[config.mk]
export PLATFORM = sky130hd
export DESIGN_NAME = crc_nibble_check
export DESIGN_NICKNAME = d
export VERILOG_FILES = /design/src/rtl/crc_nib_pkg.sv /design/src/rtl/nib_order.sv /design/src/rtl/crc_nib_step.sv /design/src/rtl/crc_nib_state.sv /design/src/rtl/crc_nibble_check.sv
export SDC_FILE = /design/constraint.sdc
export NUM_CORES = 1
export LEC_CHECK = 0
export CAP_MARGIN = 20
export CORE_UTILIZATION = 55
export CTS_BUF_LIST = sky130_fd_sc_hd__clkbuf_8 sky130_fd_sc_hd__clkbuf_16
export CTS_CLUSTER_DIAMETER = 30
export DETAILED_ROUTE_END_ITERATION = 7
export PLACE_DENSITY = 0.74
export SLEW_MARGIN = 20
export SYNTH_ARGS = -nofsm -noshare
export SYNTH_HDL_FRONTEND = slang
export SYNTH_SLANG_ARGS = --single-unit
[constraint.sdc]
create_clock -name clk -period 2.4 [get_ports clk]
set_input_delay 0.36 -clock clk [delete_from_list [all_inputs] [get_ports clk]]
set_output_delay 0.36 -clock clk [all_outputs]
set_load 0.01 [all_outputs]
[src/rtl/crc_nib_pkg.sv]
package crc_nib_pkg;

   typedef enum logic [0:0] {
      ORDER_MIRROR = 1'b0,
      ORDER_DIRECT = 1'b1
   } bit_order_e;

   localparam int unsigned DEF_CRC_W   = 32;
   localparam int unsigned DEF_NIB_W   = 4;
   localparam logic [31:0] DEF_POLY    = 32'h04C1_1DB7;
   localparam logic [31:0] DEF_INIT    = 32'hFFFF_FFFF;
   localparam logic [31:0] DEF_RESIDUE = 32'hC704_DD7B;

endpackage

[src/rtl/nib_order.sv]
module nib_order
   import crc_nib_pkg::*;
#(
   parameter int unsigned NIB_W = DEF_NIB_W,
   parameter bit_order_e  ORDER = ORDER_MIRROR
) (
   input  logic [NIB_W-1:0] line_nib,
   output logic [NIB_W-1:0] div_nib
);

   generate
      if (NIB_W < 1) begin : g_bad_width
         $error("nib_order: NIB_W must be at least 1");
      end

      if (ORDER == ORDER_MIRROR) begin : g_mirror
         for (genvar b = 0; b < NIB_W; b++) begin : g_bit
            assign div_nib[b] = line_nib[NIB_W-1-b];
         end
      end else begin : g_direct
         assign div_nib = line_nib;
      end
   endgenerate

endmodule

[src/rtl/crc_nib_step.sv]
module crc_nib_step
   import crc_nib_pkg::*;
#(
   parameter int unsigned      CRC_W = DEF_CRC_W,
   parameter int unsigned      NIB_W = DEF_NIB_W,
   parameter logic [CRC_W-1:0] POLY  = DEF_POLY
) (
   input  logic [CRC_W-1:0] rem_cur,
   input  logic [NIB_W-1:0] div_nib,
   output logic [CRC_W-1:0] rem_nxt
);

   generate
      if (CRC_W < NIB_W) begin : g_bad_ratio
         $error("crc_nib_step: CRC_W must not be below NIB_W");
      end
      if (POLY[0] != 1'b1) begin : g_bad_poly
         $error("crc_nib_step: generator needs its constant term");
      end
   endgenerate

   // Divider input bit NIB_W-1 is consumed first.
   logic [CRC_W-1:0] stage [NIB_W+1];

   assign stage[0] = rem_cur;

   generate
      for (genvar k = 0; k < NIB_W; k++) begin : g_stage
         logic fb;
         assign fb = stage[k][CRC_W-1] ^ div_nib[NIB_W-1-k];
         assign stage[k+1] = {stage[k][CRC_W-2:0], 1'b0} ^ (fb ? POLY : '0);
      end
   endgenerate

   assign rem_nxt = stage[NIB_W];

endmodule

[src/rtl/crc_nib_state.sv]
module crc_nib_state
   import crc_nib_pkg::*;
#(
   parameter int unsigned      CRC_W = DEF_CRC_W,
   parameter logic [CRC_W-1:0] INIT  = DEF_INIT
) (
   input  logic             clk,
   input  logic             rst_n,
   input  logic             clr,
   input  logic             adv,
   input  logic [CRC_W-1:0] rem_nxt,
   output logic [CRC_W-1:0] rem_q
);

   always_ff @(posedge clk or negedge rst_n) begin
      if (!rst_n) begin
         rem_q <= INIT;
      end else if (clr) begin
         rem_q <= INIT;
      end else if (adv) begin
         rem_q <= rem_nxt;
      end
   end

   AST_RESET_PRESET : assert property (@(posedge clk)
      !rst_n |=> rem_q == INIT);

   AST_CLEAR_PRESET : assert property (@(posedge clk) disable iff (!rst_n)
      clr |=> rem_q == INIT);

   AST_IDLE_HOLD : assert property (@(posedge clk) disable iff (!rst_n)
      (!clr && !adv) |=> $stable(rem_q));

   AST_ADVANCE_TAKEN : assert property (@(posedge clk) disable iff (!rst_n)
      (!clr && adv) |=> rem_q == $past(rem_nxt));

endmodule

[src/rtl/crc_nibble_check.sv]
module crc_nibble_check
   import crc_nib_pkg::*;
#(
   parameter int unsigned      CRC_W   = DEF_CRC_W,
   parameter int unsigned      NIB_W   = DEF_NIB_W,
   parameter logic [CRC_W-1:0] POLY    = DEF_POLY,
   parameter logic [CRC_W-1:0] INIT    = DEF_INIT,
   parameter logic [CRC_W-1:0] RESIDUE = DEF_RESIDUE,
   parameter bit_order_e       ORDER   = ORDER_MIRROR
) (
   input  logic             clk,
   input  logic             rst_n,
   input  logic             sof,
   input  logic             nib_vld,
   input  logic [NIB_W-1:0] nib_data,
   output logic             crc_err
);

   generate
      if (INIT == RESIDUE) begin : g_bad_residue
         $error("crc_nibble_check: preset must differ from the residue");
      end
   endgenerate

   logic [NIB_W-1:0] div_nib;
   logic [CRC_W-1:0] rem_q;
   logic [CRC_W-1:0] rem_nxt;
   logic             adv;

   // A nibble arriving with the clear is dropped.
   assign adv = nib_vld & ~sof;

   nib_order #(
      .NIB_W (NIB_W),
      .ORDER (ORDER)
   ) u_order (
      .line_nib (nib_data),
      .div_nib  (div_nib)
   );

   crc_nib_step #(
      .CRC_W (CRC_W),
      .NIB_W (NIB_W),
      .POLY  (POLY)
   ) u_step (
      .rem_cur (rem_q),
      .div_nib (div_nib),
      .rem_nxt (rem_nxt)
   );

   crc_nib_state #(
      .CRC_W (CRC_W),
      .INIT  (INIT)
   ) u_state (
      .clk     (clk),
      .rst_n   (rst_n),
      .clr     (sof),
      .adv     (adv),
      .rem_nxt (rem_nxt),
      .rem_q   (rem_q)
   );

   assign crc_err = (rem_q != RESIDUE);

   AST_ERR_AFTER_SOF : assert property (@(posedge clk) disable iff (!rst_n)
      sof |=> crc_err);

   AST_ERR_IDLE_STABLE : assert property (@(posedge clk) disable iff (!rst_n)
      (!sof && !nib_vld) |=> $stable(crc_err));

   AST_ERR_KNOWN : assert property (@(posedge clk) disable iff (!rst_n)
      !$isunknown(crc_err));

endmodule

==> impl_metrics.toml <==
[run_status]
status = "finished, final reports clean"

[global_route]
grt_overflow = 0
grt_pass1_vias = 1225
grt_max_degree = 34
track_usage_pct = 24.3
grt_pass1_wl_mm = 6.10
antenna_found_initial = 0

[layout]
final_cells = 227
reg.largest.list = "u_state.rem_q x32"
largest_reg_flops = 32
diodes = 0
mostFrequentLayoutCell = "dfstp_2"
layout-drive-gt1-share_pct = 37.7
syn2layout_area_growth_pct = 15.3
nNetsFinal = 190
layout_common_cells = "dfstp_2 (32), a21oi_1 (27), xor2_1 (17)"
largest_register = "u_state.rem_q"
fillers = 250

[clock_network]
cts_hold_buf = 0
clk_latency_ns = 0.29
cts_buffer_depth = 2
root_buffer = "clkbuf_8"
clock-sinks = 32
cts_setup_buffers = 0
htreeDepth = 2
cts_tree = "yes"
cts.reportedPaths.clkPinSlew_ns = 0.07
cts_buffers = 5

[synth]
syn_inst = 170
ys_ff_latch = 32
yosysUniqueCellTypes = 23
synth.cell_area_um2 = 1790
avgSynthCellArea_um2 = 10.6
synth_top_area_share_pct = 46.9
yosysSeqAreaShare_pct = 46.9
yosys_warnings = 0
yosys.area.top_type = "dfstp_2"
synth_fp_nets = 178
yosys-top-cells-area = "dfstp_2 (47%), xor2_1 (8.3%), a21oi_1 (7.5%)"

[timing]
max_slew.worst_pin.slew_ns = 0.846
slew_violations = 0
layout_setup_ws_ns = 0.135
max_slew_margin_pct = 43.5
fin_skew_ns = 0.00843
timing.final.crit_share_pct = 94.4
finalHoldViolCount = 0
fin_crit_ns = 2.26
setup_viol = 0
rsz0062_at_grt = "no"
fmax_mhz = 442

[floorplanning]
core-area_um2 = 3080
die_y_um = 59.1
dieWidth_um = 59.1
initial_core_util_pct = 58.3
dieArea_um2 = 3490
ios = 9
core.rowCount = 20

[routing]
drtAntennaViolNets = 0
dr_total_vias = 1235
dr.pass1.iters = 4
dr.first_iter.drc_count = 59
drc = 0
wl_mm = 3.58
via_per_inst = 5.44
routedWlPerCell_um = 15.8

[place]
dpl.cell_count = 219
dp_hpwl_mm = 2.32
gp_congestion = 0.844
detailedPlace.worstSlack_ns = -0.00347
portBuffers = 8

[critical_path]
crit_path_top_delay_cell = "or4b_2"
endpoint_kind = "output pin"
crit_required_ns = 2.04
crit_buf_inv = 1
crit_chain = "or4b_2 > nor4_4 > nand4_1 > clkbuf_2"
path_max_fanout = 3
path_class = "reg -> out"
slowest_delay_ns = 0.63
critPathArrivalTime_ns = 1.90
startpoint_type = "flip-flop"
critical-path-top-delay-family = "simple AND/OR/NAND/NOR gates"

[power]
power.density_nw_per_um2 = 820
fin_total_pwr_mw = 1.70
ir_drop_mv = 0.485
p_leak_nw = 0.772

[min_path]
hold_class = "reg -> reg"

[run]
cap_viol_max_count = 0
## layout make-up
class | instances | area [um2] | share of cell area, %
clock buffer | 5 | 68.8 | 3.33
clock inverter | 3 | 38.8 | 1.88
inverter | 1 | 3.75 | 0.181
multi-input combinational | 127 | 933 | 45.1
sequential | 32 | 841 | 40.7
tap | 44 | 55.1 | 2.66
timing repair buffer | 15 | 128 | 6.17
## what timing repair did
action                                  4_1_cts  5_1_grt
gates resized for setup                       4        2
endpoints found under the setup margin        1        1
pin swaps                                     2        0
## report_power, final
group	internal, mW	leakage [nW]	total, mW	switching (mW)
clock network	0.304	0.0593	0.507	0.203
logic	0.231	0.375	0.455	0.223
registers	0.662	0.337	0.734	0.0721
## per-layer routing
layer  vias to the layer above  global-route usage, %  share of wire [%]
li1                        599                      -                  -
met1                       600                   35.0                 49
met2                        28                   35.1                 45
met3                         8                   5.68                4.4
met4                         0                   10.2                2.0
met5                         -                      0                  0
## worst reg2reg max path: stages, from the launching register on
cell,delay (ns)
dfstp_2,0.59
xnor2_4,0.19
xnor3_2,0.54
xnor2_1,0.19
o21ai_1,0.08
## cell families after synthesis
| group | share of synthesized area, % |
|---|---|
| AO/OA/AOI/OAI | 13.9 |
| buffers and inverters | 2.30 |
| AND/OR/NAND/NOR | 13.4 |
| XOR/XNOR | 23.6 |
| flip-flops | 46.9 |
## synth_stat cells (all sizes together)
library cell,number
dfstp,32
a21oi,27
xnor2,19
xor2,17
o21ai,14
nor2,12
or2,11
clkbuf,10
a211o,5
nor2b,4
nand4,3
nor3,3
and2,2
nand2,2
nor4,2
or4b,2
xnor3,2
inv,1
nand3,1
nor4bb,1
## metrics by stage
stage	utilization, %	instance area (um2)	hold WS (ns)	setup TNS, ns
6_report	67.2	2070	0.553	0
5_1_grt	67.2	2070	0.581	0
4_1_cts	67.1	2060	0.554	0
3_5_place_dp	63.2	1940	0.546	-0.00347
3_3_place_gp	63.2	1940	0.543	-0.0101
2_1_floorplan	-	1790	0.212	0
## worst paths after layout
kind                                   startpoint  slack [ns]  cells past startpoint           endpoint
worst max-delay path            u_state.rem_q[26]        0.14                      4            crc_err
worst min-delay path             u_state.rem_q[4]        0.55                      2   u_state.rem_q[4]
worst max register to register  u_state.rem_q[28]        0.70                      4   u_state.rem_q[8]
worst min register to register   u_state.rem_q[4]        0.55                      2   u_state.rem_q[4]
max in group asynchronous                   rst_n        1.58                      2  u_state.rem_q[16]
min in group asynchronous                   rst_n        0.77                      2  u_state.rem_q[11]
Note: power is estimated with default switching activity, not from simulation.
